===== src/rtl/periph_irq_merge.sv =====
module periph_irq_merge #(
  parameter int GPIO_W = 9,
  localparam int NSRC  = 3,
  localparam int IDX_W = 2
) (
  input  logic              clk,
  input  logic              rst_n,
  input  logic              sync_pulse,
  input  logic              trip_n,
  input  logic [GPIO_W-1:0] port_in,
  input  logic [GPIO_W-1:0] port_ie,
  input  logic              flag_clr_wr,
  input  logic              mask_wr,
  input  logic [NSRC-1:0]   wdata,
  input  logic              core_irq_en,
  output logic [NSRC-1:0]   flags,
  output logic [NSRC-1:0]   mask,
  output logic              vec_valid,
  output logic [IDX_W-1:0]  vec_idx,
  output logic              irq_out
);

  logic              sync_q, trip_q;
  logic [GPIO_W-1:0] port_q;
  logic [NSRC-1:0]   hit, clr, pend;

  assign hit[0] =  trip_q & ~trip_n;
  assign hit[1] = ~sync_q &  sync_pulse;
  assign hit[2] = |((port_in ^ port_q) & port_ie);
  assign clr    = flag_clr_wr ? wdata : '0;
  assign pend   = flags & mask;

  always_ff @(posedge clk) begin
    if (!rst_n) begin
      sync_q <= 1'b0;
      trip_q <= 1'b1;
      port_q <= '0;
      flags  <= '0;
      mask   <= '0;
    end else begin
      sync_q <= sync_pulse;
      trip_q <= trip_n;
      port_q <= port_in;
      flags  <= (flags & ~clr) | hit;
      if (mask_wr) mask <= wdata;
    end
  end

  always_comb begin
    vec_idx = '0;
    for (int i = NSRC - 1; i >= 0; i--)
      if (pend[i]) vec_idx = IDX_W'(i);
  end

  assign vec_valid = |pend;
  assign irq_out   = vec_valid & core_irq_en;

  assert_trip_fall_R3: assert property (@(posedge clk) disable iff (!rst_n)
    $fell(trip_n) |=> flags[0]);

  assert_sync_rise_R2: assert property (@(posedge clk) disable iff (!rst_n)
    $rose(sync_pulse) |=> flags[1]);

  assert_flag_sticky_R5: assert property (@(posedge clk) disable iff (!rst_n)
    (flags != '0) && !flag_clr_wr |=> ((flags & $past(flags)) == $past(flags)));

  assert_prio_order_R8: assert property (@(posedge clk) disable iff (!rst_n)
    vec_valid && vec_idx != 2'd0 |-> !(flags[0] && mask[0]));

  assert_prio_port_R8: assert property (@(posedge clk) disable iff (!rst_n)
    vec_valid && vec_idx == 2'd2 |-> !(flags[1] && mask[1]));

  assert_line_gate_R9: assert property (@(posedge clk) disable iff (!rst_n)
    irq_out |-> core_irq_en && (flags & mask) != '0);

endmodule


===== config.mk =====
export PLATFORM = sky130hd
export DESIGN_NAME = periph_irq_merge
export DESIGN_NICKNAME = d
export VERILOG_FILES = /design/src/rtl/periph_irq_merge.sv
export SDC_FILE = /design/constraint.sdc
export NUM_CORES = 1
export LEC_CHECK = 0
export BUFFER_PORTS_ARGS = -buffer_cell sky130_fd_sc_hd__clkbuf_2
export CAP_MARGIN = 20
export CORE_ASPECT_RATIO = 0.9
export CORE_MARGIN = 3
export CORE_UTILIZATION = 45
export CTS_CLUSTER_DIAMETER = 60
export DETAILED_ROUTE_END_ITERATION = 7
export PLACE_DENSITY = 0.8
export SKIP_LAST_GASP = 1
export SLEW_MARGIN = 20
export SYNTH_ARGS = -nofsm -noshare
export SYNTH_HDL_FRONTEND = slang
export SYNTH_SLANG_ARGS = --single-unit

===== constraint.sdc =====
create_clock -name clk -period 2.61 [get_ports clk]
set_clock_uncertainty 0.15 [all_clocks]
set_input_delay 0.783 -clock clk [delete_from_list [all_inputs] [get_ports clk]]
set_output_delay 0.783 -clock clk [all_outputs]
set_load 0.05 [all_outputs]

* Yosys cells after proc, flatten, opt, wreduce, memory -nomap -nowiden
Cells that the tools add are included.
** Word-level totals
- Latch bits :: 0
- Input port bits :: 28
- Bits in writable memories :: 0
- Output and inout bits :: 10
- Word-level logic and storage cells :: 22
- ROM bits :: 0
- Flip-flop bits (word level) :: 17
- Memories kept :: 0
** Operators by class
- Shift operators :: 0
- $lt $le $gt $ge :: 0
- Reduce and logical (&&, ||, !) cells :: 2
- Divide/modulo/power cells :: 0
- $mul :: 0
- Mux-type cells :: 4
- Equality and inequality tests :: 0
- Bitwise gates (word level) :: 11
- Add/sub/neg operators :: 0
** Operators with widths (count)
- $and 9x9->9 :: 1
- $reduce_or 9->1 :: 1
- $xor 9x9->9 :: 1
- $and 3x3->3 :: 2
- $mux 2 :: 3
- $and 1x1->1 :: 3
- $mux 3 :: 1
- $not 3->3 :: 1
- $or 3x3->3 :: 1
- $reduce_or 3->1 :: 1
- $not 1->1 :: 2

* Depth between registers and ports, before layout
Gate-level depths: netlist (run 1).
- Word-level depth :: 4
- Mapped depth :: 4
- Depth with buffers taken out :: 4

* Worst setup path before layout (run 1)
OpenSTA, ideal clock, no wires.
- Kind :: flip-flop to output port
- From :: register mask[1]
- To :: output port irq_out
- Buffers on the path :: 0
- Stages on the path, launching flop included :: 4
- Data arrival time :: 1726 ps
- Required time :: 1677 ps
- Slack :: -49 ps
- Path through :: dfxtp_1 > a22oi_1 > nand2_1 > and2_1
** On the way
- Word-level cells in the longest chain between the ends :: 3
** Ends and longest elaborated chain
- start: declaration :: line 17 : output logic [NSRC-1:0] mask,
- start signal: assignment :: line 45 : if (mask_wr) mask <= wdata;
- $and 3x3->3 :: line 31 : assign pend = flags & mask;
- $reduce_or 3->1 :: line 55 : assign vec_valid = |pend;
- net vec_valid :: line 18 : output logic vec_valid,
- $and 1x1->1 :: line 56 : assign irq_out = vec_valid & core_irq_en;
- end: declaration :: line 20 : output logic irq_out
The timed path passes the listed nets, and every way through them passes these cells.

* Worst setup path after layout (run 1)
- From :: register flags[1]
- To :: output port irq_out
** On the way
- Word-level cells in the longest chain between the ends :: 3
** Ends and longest elaborated chain
- start: declaration :: line 16 : output logic [NSRC-1:0] flags,
- start signal: assignment :: line 44 : flags <= (flags & ~clr) | hit;
- $and 3x3->3 :: line 31
- $reduce_or 3->1 :: line 55
- $and 1x1->1 :: line 56
No other way between the ends.

==> results of run 1 <==
==> state kept, by name, summed over array words and instances (netlist names) <==
signal  count
flags       3
mask        3
port_q      9
sync_q      1
trip_q      1
==> through the flow <==
| stage | cells | power [mW] | worst slack (ns) |
|---|---|---|---|
| 6_report | 121 | 0.524 | 0.306 |
| 2_1_floorplan | 67 | 0.360 | 0.0640 |
| 4_1_cts | 121 | 0.529 | 0.286 |
| 5_1_grt | 121 | 0.550 | 0.184 |
| 3_3_place_gp | 117 | 0.398 | 0.441 |
| 3_5_place_dp | 117 | 0.401 | 0.441 |
==> logic make-up after synthesis <==
| kind of cell | count (synthesis) | share of synthesized area, % |
|---|---|---|
| buffers and inverters | 2 | 1.09 |
| XOR/XNOR | 9 | 11.5 |
| multiplexers | 3 | 4.38 |
| flip-flops | 17 | 49.6 |
| AO/OA/AOI/OAI | 10 | 12.2 |
| AND/OR/NAND/NOR | 26 | 21.2 |
==> per-layer routing <==
layer  vias to the layer above  share of wire (%)  GRT usage (%)
li1                        303                  -              -
met1                       242                 45           17.7
met2                        21                 45           21.1
met3                         2                8.4           2.54
met4                         0               0.73           3.31
met5                         -                  0              0
==> worst max-delay path, delay by kind of cell, from the launching register on <==
family / cells / cell delay, ns
AOI/OAI and AO/OA: 1 / 0.25
buffers and inverters: 1 / 0.23
DFF: 1 / 0.34
and+or+nand+nor: 2 / 0.29
==> cells in the mapped netlist, drive strengths merged <==
| cell | instances | area share (%) |
|---|---|---|
| mux2i | 3 | 4.4 |
| dfxtp | 17 | 50 |
| clkbuf | 1 | 0.55 |
| inv | 1 | 0.55 |
| xor2 | 9 | 11 |
| nor2 | 1 | 0.55 |
| a31oi | 1 | 0.91 |
| a22o | 2 | 2.6 |
| and2 | 11 | 10 |
| a221oi | 2 | 4.4 |
| nand2 | 6 | 3.3 |
| nor2b | 7 | 6.4 |
| nand2b | 1 | 0.91 |
| a21oi | 3 | 2.2 |
| a22oi | 2 | 2.2 |
==> report_power, final <==
| group | leakage, nW | switching, mW | total [mW] | internal [mW] |
|---|---|---|---|---|
| Clock | 0.0150 | 0.0717 | 0.131 | 0.0591 |
| Combinational | 0.317 | 0.0647 | 0.110 | 0.0451 |
| Sequential | 0.142 | 0.00883 | 0.283 | 0.275 |
| Total | 0.474 | 0.145 | 0.524 | 0.379 |
==> cell type report <==
type | count | area (µm²) | area share, %
multi-input combinational | 48 | 339 | 37.2
clock buffer | 4 | 26.3 | 2.88
timing repair buffer | 37 | 185 | 20.3
sequential | 17 | 340 | 37.3
inverter | 1 | 3.75 | 0.412
tap | 14 | 17.5 | 1.92
==> path summary, 6_finish.rpt <==
kind	start	slack (ns)	to
setup / recovery	flags[1]$_SDFF_PN0_	0.31	irq_out
hold / removal	sync_q$_SDFF_PN0_	0.39	flags[1]$_SDFF_PN0_
setup reg to reg	port_q[2]$_SDFF_PN0_	1.32	flags[2]$_SDFF_PN0_
hold reg to reg	sync_q$_SDFF_PN0_	0.39	flags[1]$_SDFF_PN0_
==> insert_results.sql, run 1 <==
INSERT INTO impl_metrics (metric_group, metric, value, unit) VALUES
('detailed_routing', 'routed_wl_per_cell', '10.2', 'µm'),
('setup_path', 'rr_worst_depth', '4', ''),
('cells_and_area', 'layout-drive-gt1-share', '40.2', '%'),
('sta', 'timing.final.crit_share', '88.3', '%'),
('synthesis', 'yosysWarningCount', '0', ''),
('die', 'die_area', '2030', 'µm²'),
('clocking', 'cts_resized', '0', ''),
('setup_path', 'cp_max_fo', '4', ''),
('grt', 'grt_first_pass_wirelength', '1990', 'µm'),
('detailed_routing', 'dr_total_vias', '568', ''),
('clocking', 'cts.repair_timing.setup_buffer_count', '0', ''),
('die', 'core-area', '1320', 'µm²'),
('die', 'initial_core_util', '51.9', '%'),
('clocking', 'clkLatencyLatePin', '0.27', 'ns'),
('setup_path', 'setup.worst_path.end_class', 'primary output', ''),
('sta', 'achievable-frequency', '434', 'MHz'),
('worst_hold_path', 'hold_path_depth', '3', ''),
('cells_and_area', 'commonest_cells_after_routing_fill_and_taps_aside', 'clkbuf_2 (37), dfxtp_1 (17), and2_1 (10)', ''),
('run', 'drv_cap', '0', ''),
('place', 'placed_area', '886', 'µm²'),
('clocking', 'clk_buf_depth', '2', ''),
('setup_path', 'crit_required', '1.68', 'ns'),
('place', 'routabilityCongestion', '0.694', ''),
('power_and_ir_drop', 'ir_worst_vdd', '353', 'µV'),
('setup_path', 'timing_worst_setup_path_type', 'reg2out', ''),
('sta', 'relSlewSlack', '81.1', '%'),
('clocking', 'hold_buffers', '0', ''),
('synthesis', 'synth.distinct_cells', '15', ''),
('grt', 'gr-usage-all-layers', '13.2', '%'),
('place', 'dp_hpwl', '1030', 'µm'),
('die', 'die_wd', '47.1', 'µm'),
('sta', 'max_slew.worst_pin.slew', '0.285', 'ns'),
('clocking', 'h-tree-depth', '1', ''),
('setup_path', 'worst_ep_arrival_time', '1.37', 'ns'),
('sta', 'setup_viol', '0', ''),
('clocking', 'cts-root-buf', 'clkbuf_4', ''),
('grt', 'grt_pass1_vias', '511', ''),
('setup_path', 'worstPathCellList', 'a22oi_1 > nand2_1 > and2_2 > clkbuf_2', ''),
('synthesis', 'synth_cells', '67', ''),
('detailed_routing', 'vias_per_cell', '4.69', ''),
('setup_path', 'critPathMaxStageDelay', '0.34', 'ns'),
('synthesis', 'syn-mean-instance-area', '10.2', 'µm²'),
('cells_and_area', 'finish.net_count', '136', ''),
('cells_and_area', 'n_antenna_cell', '0', ''),
('power_and_ir_drop', 'leakagePower', '0.474', 'nW'),
('clocking', 'tritoncts', 'done', ''),
('cells_and_area', 'synthToLayoutAreaGrowth', '33.0', '%'),
('worst_hold_path', 'hold_path.class', 'reg2reg', ''),
('detailed_routing', 'first_pass_iters', '4', ''),
('detailed_routing', 'drt_iter0_drc', '3', ''),
('cells_and_area', 'final_area', '912', 'µm²'),
('setup_path', 'critPathSlowestCell', 'dfxtp_1', ''),
('clocking', 'tritoncts_num_sinks', '17', ''),
('synthesis', 'yosysSeqAreaShare', '49.6', '%'),
('cells_and_area', 'finalCoreUtilization', '69.0', '%'),
('cells_and_area', 'fill_cells', '113', ''),
('status', 'run_status', 'finished clean', ''),
('power_and_ir_drop', 'cellPowerDensity', '574', 'nW/µm²'),
('grt', 'overflow', '0', ''),
('sta', 'timing_max_transition_violations_final', '0', ''),
('grt', 'grt_max_degree', '17', ''),
('sta', 'rsz0062_at_grt', 'false', ''),
('detailed_routing', 'drcViolationCount', '0', ''),
('die', 'core.rowCount', '12', ''),
('synthesis', 'synth.cell_area', '686', 'µm²'),
('detailed_routing', 'drt-total-wl', '1230', 'µm'),
('sta', 'timing_hold_violations_final', '0', ''),
('clocking', 'cts_inserted_buffers', '3', ''),
('grt', 'antenna_found_initial', '0', ''),
('setup_path', 'setup.worst_path.start_class', 'register', ''),
('place', 'port_buffers', '37', ''),
('die', 'pin_count', '38', ''),
('synthesis', 'yosys_register_bits', '17', ''),
('die', 'floorplan.die.height', '43.0', 'µm'),
('sta', 'timing.final.crit_period', '2.30', 'ns'),
('sta', 'final.setup.tns', '0', 'ns'),
('clocking', 'cts.clk_slew.worst_paths', '0.09', 'ns'),
('detailed_routing', 'postRouteAntennaNets', '0', ''),
('synthesis', 'syn-num-nets', '95', ''),
('sta', 'hold-worst-slack', '0.386', 'ns'),
('cells_and_area', 'final_common_cell', 'clkbuf_2', '');
(Power assumes the default switching activity.)
==> run 2, diff against run 1 <==
--- a/config.mk
+++ b/config.mk
@@ -12,7 +12,8 @@
 export CORE_UTILIZATION = 45
 export CTS_CLUSTER_DIAMETER = 60
 export DETAILED_ROUTE_END_ITERATION = 7
-export PLACE_DENSITY = 0.8
+export HOLD_SLACK_MARGIN = 0.02
+export PLACE_DENSITY = 0.81
 export SKIP_LAST_GASP = 1
 export SLEW_MARGIN = 20
 export SYNTH_ARGS = -nofsm -noshare
==> insert_results.sql, run 2 (same netlist as run 1, synthesis figures left out) <==
INSERT INTO impl_metrics (metric_group, metric, value, unit) VALUES
('die', 'core-area', '1320', 'µm²'),
('sta', 'achievable-frequency', '435', 'MHz'),
('power_and_ir_drop', 'net-switching-power', '0.152', 'mW'),
('detailed_routing', 'routed_wl_per_cell', '11.0', 'µm'),
('detailed_routing', 'postRouteAntennaNets', '0', ''),
('setup_path', 'crit_required', '1.68', 'ns'),
('power_and_ir_drop', 'pwr-share-seq', '53.4', '%'),
('grt', 'gr-usage-all-layers', '15.0', '%'),
('place', 'place.detailed.instances', '117', ''),
('grt', 'antenna_found_initial', '0', ''),
('sta', 'timing_hold_violations_final', '0', ''),
('cells_and_area', 'commonest_cells_after_routing_fill_and_taps_aside', 'clkbuf_2 (37), dfxtp_1 (17), and2_1 (10)', ''),
('place', 'dp_hpwl', '1110', 'µm'),
('cells_and_area', 'reg.largest.list', 'port_q (9), flags (3), mask (3)', ''),
('setup_path', 'worst_ep_arrival_time', '1.37', 'ns'),
('cells_and_area', 'n_antenna_cell', '0', ''),
('die', 'initial_core_util', '51.9', '%'),
('setup_path', 'cp_max_fo', '4', ''),
('detailed_routing', 'first_pass_iters', '3', ''),
('sta', 'setup_viol', '0', ''),
('grt', 'overflow', '0', ''),
('setup_path', 'critPathSlowestCell', 'dfxtp_1', ''),
('sta', 'timing.final.ws_setup', '0.309', 'ns'),
('place', 'pre_cts_slack', '0.440', 'ns'),
('setup_path', 'critPathMaxStageDelay', '0.34', 'ns'),
('sta', 'relSlewSlack', '81.4', '%'),
('cells_and_area', 'final_area', '912', 'µm²'),
('setup_path', 'timing_worst_setup_path_type', 'reg2out', ''),
('cells_and_area', 'layout-drive-gt1-share', '40.2', '%'),
('detailed_routing', 'dr_total_vias', '582', ''),
('detailed_routing', 'drt_iter0_drc', '1', ''),
('power_and_ir_drop', 'clkPwrFrac', '25.8', '%'),
('detailed_routing', 'drcViolationCount', '0', ''),
('detailed_routing', 'vias_per_cell', '4.81', ''),
('clocking', 'hold_buffers', '0', ''),
('power_and_ir_drop', 'combPwrFrac', '20.7', '%'),
('power_and_ir_drop', 'ir_worst_vdd', '489', 'µV'),
('grt', 'grt_max_degree', '17', ''),
('setup_path', 'worstPathCellList', 'a22oi_1 > nand2_1 > and2_2 > clkbuf_2', ''),
('run', 'drv_cap', '0', ''),
('clocking', 'cts.clk_slew.worst_paths', '0.10', 'ns'),
('status', 'run_status', 'finished clean', ''),
('sta', 'timing.final.crit_period', '2.30', 'ns'),
('die', 'core.rowCount', '12', ''),
('die', 'floorplan.die.height', '43.0', 'µm'),
('setup_path', 'setup.worst_path.start_class', 'register', ''),
('clocking', 'cts-root-buf', 'clkbuf_4', ''),
('sta', 'rsz0062_at_grt', 'false', ''),
('die', 'pin_count', '38', ''),
('place', 'port_buffers', '37', ''),
('setup_path', 'setup.worst_path.end_class', 'primary output', ''),
('cells_and_area', 'stdcell_count', '121', ''),
('detailed_routing', 'drt-total-wl', '1330', 'µm'),
('clocking', 'clkLatencyLatePin', '0.28', 'ns'),
('power_and_ir_drop', 'cell_internal_pwr', '0.379', 'mW'),
('sta', 'final.setup.tns', '0', 'ns'),
('grt', 'grt_first_pass_wirelength', '2240', 'µm'),
('clocking', 'tritoncts', 'done', ''),
('sta', 'timing_max_transition_violations_final', '0', ''),
('cells_and_area', 'number_of_flip_flops_under_the_largest_register_name', '9', ''),
('power_and_ir_drop', 'swShare', '28.6', '%'),
('clocking', 'clk_buf_depth', '2', ''),
('grt', 'grt_pass1_vias', '573', ''),
('sta', 'max_slew.worst_pin.slew', '0.280', 'ns'),
('cells_and_area', 'largest-register', 'port_q', ''),
('clocking', 'cts.repair_timing.setup_buffer_count', '0', ''),
('cells_and_area', 'finish.net_count', '136', ''),
('cells_and_area', 'final_common_cell', 'clkbuf_2', ''),
('worst_hold_path', 'hold_path.class', 'reg2reg', ''),
('clocking', 'h-tree-depth', '1', ''),
('cells_and_area', 'synthToLayoutAreaGrowth', '33.0', '%'),
('clocking', 'cts_resized', '0', ''),
('die', 'die_area', '2030', 'µm²'),
('power_and_ir_drop', 'leakagePower', '0.474', 'nW'),
('power_and_ir_drop', 'cellPowerDensity', '582', 'nW/µm²'),
('cells_and_area', 'finalCoreUtilization', '69.0', '%'),
('place', 'placed_area', '886', 'µm²'),
('clocking', 'tritoncts_num_sinks', '17', ''),
('place', 'routabilityCongestion', '0.679', ''),
('sta', 'timing.final.crit_share', '88.2', '%'),
('die', 'die_wd', '47.1', 'µm'),
('clocking', 'cts_inserted_buffers', '3', '');
[run 2: cell counts in the layout (fill, tap and decap cells not counted)]
Identical to the previous run, type by type.
[run 2: cell type report]
cell class                 count  area [µm²]
fill                         122         409
sequential                    17         340
multi-input combinational     48         339
timing repair buffer          37         185
clock buffer                   4        26.3
tap                           14        17.5
inverter                       1        3.75
[run 2: per-stage QoR]
stage          total power [mW]  hold WS [ns]
4_1_cts                   0.535         0.404
3_3_place_gp              0.399         0.373
2_1_floorplan             0.360         0.358
6_report                  0.531         0.396
5_1_grt                   0.562         0.439
3_5_place_dp              0.401         0.390
[run 2: worst max-delay path, delay by kind of cell, from the launching register on]
kind | cells | cell delay, ns
flops | 1 | 0.34
simple gates | 2 | 0.29
compound gates | 1 | 0.23
buf+inv | 1 | 0.23
[run 2: power groups by stage]
stage / Combinational [mW] / Clock [mW] / Sequential (mW)
2_1_floorplan: 0.0500 / 0 / 0.310
3_5_place_dp: 0.111 / 0 / 0.290
4_1_cts: 0.112 / 0.140 / 0.284
5_1_grt: 0.120 / 0.156 / 0.286
3_3_place_gp: 0.110 / 0 / 0.289
6_report: 0.110 / 0.137 / 0.284
[run 2: per-layer routing]
metal  wire [µm]  track usage [%]
met5           0                0
met4           0             3.87
met3         119             3.39
met1         531             18.6
met2         681             25.2
[run 2: worst paths after layout]
| check | startpoint | to | slack [ns] | cells after the start |
|---|---|---|---|---|
| min | mask[2]$_SDFFE_PN0P_ | mask[2]$_SDFFE_PN0P_ | 0.40 | 2 |
| max | flags[1]$_SDFF_PN0_ | irq_out | 0.31 | 4 |
| max reg2reg | port_q[2]$_SDFF_PN0_ | flags[2]$_SDFF_PN0_ | 1.36 | 4 |
| min reg2reg | mask[2]$_SDFFE_PN0P_ | mask[2]$_SDFFE_PN0P_ | 0.40 | 2 |
==> run 3, diff against run 2 <==
--- a/config.mk
+++ b/config.mk
@@ -14,6 +14,7 @@
 export DETAILED_ROUTE_END_ITERATION = 7
 export HOLD_SLACK_MARGIN = 0.02
 export PLACE_DENSITY = 0.81
+export RECOVER_POWER = 100
 export SKIP_LAST_GASP = 1
 export SLEW_MARGIN = 20
 export SYNTH_ARGS = -nofsm -noshare
==> insert_results.sql, run 3 (same netlist as run 1, synthesis figures left out) <==
INSERT INTO impl_metrics (metric_group, metric, value, unit) VALUES
('die', 'die_wd', '47.1', 'µm'),
('grt', 'grt_use_met1', '18.6', '%'),
('clocking', 'cts.repair_timing.setup_buffer_count', '0', ''),
('worst_hold_path', 'hold_path_depth', '2', ''),
('setup_path', 'worstPathCellList', 'a22oi_1 > nand2_1 > and2_2 > clkbuf_2', ''),
('setup_path', 'rr_worst_depth', '4', ''),
('clocking', 'h-tree-depth', '1', ''),
('grt', 'grt_max_degree', '17', ''),
('worst_hold_path', 'hold_path.class', 'reg2reg', ''),
('detailed_routing', 'dr_total_vias', '581', ''),
('grt', 'grt_most_used_layer', 'met2', ''),
('setup_path', 'critPathMaxStageDelay', '0.35', 'ns'),
('clocking', 'clk_buf_depth', '2', ''),
('cells_and_area', 'reg.largest.list', 'port_q (9), flags (3), mask (3)', ''),
('run', 'drv_cap', '0', ''),
('sta', 'achievable-frequency', '434', 'MHz'),
('setup_path', 'critPathSlowestCell', 'dfxtp_1', ''),
('grt', 'overflow', '0', ''),
('sta', 'timing.final.crit_share', '88.2', '%'),
('setup_path', 'cp_max_fo', '4', ''),
('cells_and_area', 'n_antenna_cell', '0', ''),
('die', 'pin_count', '38', ''),
('sta', 'max_slew.worst_pin.slew', '0.605', 'ns'),
('cells_and_area', 'final_common_cell', 'clkbuf_2', ''),
('detailed_routing', 'drcViolationCount', '0', ''),
('sta', 'rsz0062_at_grt', 'false', ''),
('die', 'core.rowCount', '12', ''),
('cells_and_area', 'number_of_flip_flops_under_the_largest_register_name', '9', ''),
('clocking', 'tritoncts', 'done', ''),
('clocking', 'cts-root-buf', 'clkbuf_4', ''),
('cells_and_area', 'commonest_cells_after_routing_fill_and_taps_aside', 'clkbuf_2 (28), dfxtp_1 (17), clkbuf_1 (10)', ''),
('cells_and_area', 'finalCoreUtilization', '67.7', '%'),
('setup_path', 'setup.worst_path.start_class', 'register', ''),
('detailed_routing', 'drt-total-wl', '1350', 'µm'),
('grt', 'grt.met3_usage', '3.39', '%'),
('die', 'core-area', '1320', 'µm²'),
('grt', 'gr-usage-all-layers', '15.0', '%'),
('setup_path', 'crit_required', '1.68', 'ns'),
('power_and_ir_drop', 'design_power_total', '0.527', 'mW'),
('sta', 'timing_hold_violations_final', '0', ''),
('detailed_routing', 'vias_per_cell', '4.80', ''),
('clocking', 'cts_resized', '0', ''),
('die', 'die_area', '2030', 'µm²'),
('cells_and_area', 'finish.net_count', '136', ''),
('cells_and_area', 'largest-register', 'port_q', ''),
('detailed_routing', 'postRouteAntennaNets', '0', ''),
('cells_and_area', 'layout-drive-gt1-share', '30.8', '%'),
('clocking', 'clkLatencyLatePin', '0.28', 'ns'),
('detailed_routing', 'routed_wl_per_cell', '11.2', 'µm'),
('die', 'initial_core_util', '51.9', '%'),
('grt', 'grt_pass1_vias', '573', ''),
('grt', 'grt.met2_usage', '25.2', '%'),
('die', 'floorplan.die.height', '43.0', 'µm'),
('status', 'run_status', 'finished clean', ''),
('clocking', 'cts_inserted_buffers', '3', ''),
('setup_path', 'worst_ep_arrival_time', '1.37', 'ns'),
('detailed_routing', 'drt_iter0_drc', '4', ''),
('clocking', 'hold_buffers', '0', ''),
('setup_path', 'timing_worst_setup_path_type', 'reg2out', ''),
('sta', 'final.setup.tns', '0', 'ns'),
('grt', 'grt_first_pass_wirelength', '2240', 'µm'),
('clocking', 'cts.clk_slew.worst_paths', '0.10', 'ns'),
('sta', 'setup_viol', '0', ''),
('sta', 'relSlewSlack', '59.9', '%'),
('place', 'routabilityCongestion', '0.679', ''),
('place', 'dp_hpwl', '1110', 'µm'),
('place', 'port_buffers', '37', ''),
('power_and_ir_drop', 'leakagePower', '0.441', 'nW'),
('setup_path', 'setup.worst_path.end_class', 'primary output', ''),
('sta', 'timing_max_transition_violations_final', '0', ''),
('detailed_routing', 'first_pass_iters', '3', ''),
('power_and_ir_drop', 'cellPowerDensity', '589', 'nW/µm²'),
('grt', 'antenna_found_initial', '0', ''),
('power_and_ir_drop', 'ir_worst_vdd', '489', 'µV'),
('cells_and_area', 'synthToLayoutAreaGrowth', '30.5', '%'),
('clocking', 'tritoncts_num_sinks', '17', ''),
('sta', 'timing.final.crit_period', '2.30', 'ns');
[run 3: final timing paths]
path	from	end	slack [ns]
worst max register to register	port_q[2]$_SDFF_PN0_	flags[2]$_SDFF_PN0_	1.29
worst max-delay path	flags[1]$_SDFF_PN0_	irq_out	0.31
worst min register to register	mask[2]$_SDFFE_PN0P_	mask[2]$_SDFFE_PN0P_	0.40
worst min-delay path	mask[2]$_SDFFE_PN0P_	mask[2]$_SDFFE_PN0P_	0.40
[run 3: cell type report]
class                      instances  area (µm²)
fill                             130         427
sequential                        17         340
multi-input combinational         48         333
timing repair buffer              37         174
clock buffer                       4        26.3
tap                               14        17.5
inverter                           1        3.75
[run 3: critical path, delay by kind of cell (launching register included)]
family | cells | cell delay [ns]
compound gates | 1 | 0.23
buf+inv | 1 | 0.23
flops | 1 | 0.35
simple gates | 2 | 0.28
[run 3: stage by stage]
step                      hold slack [ns]  worst slack [ns]  cells  area, µm²
after global routing                0.439             0.174    121        895
after detailed placement            0.390             0.440    117        886
after CTS                           0.404             0.310    121        912
after floorplan                     0.358            0.0640     67        687
final                               0.396             0.307    121        895
after global placement              0.373             0.441    117        886
[run 3: report_power, final]
part	internal [mW]	leakage, nW	switching (mW)
registers	0.275	0.142	0.00884
logic	0.0420	0.284	0.0641
clock network	0.0592	0.0150	0.0785
total	0.376	0.441	0.151
[run 3: layer usage]
metal | share of wire [%] | wire [µm]
met1 | 41 | 548
met2 | 50 | 680
met3 | 9.1 | 123
met4 | 0 | 0
met5 | 0 | 0
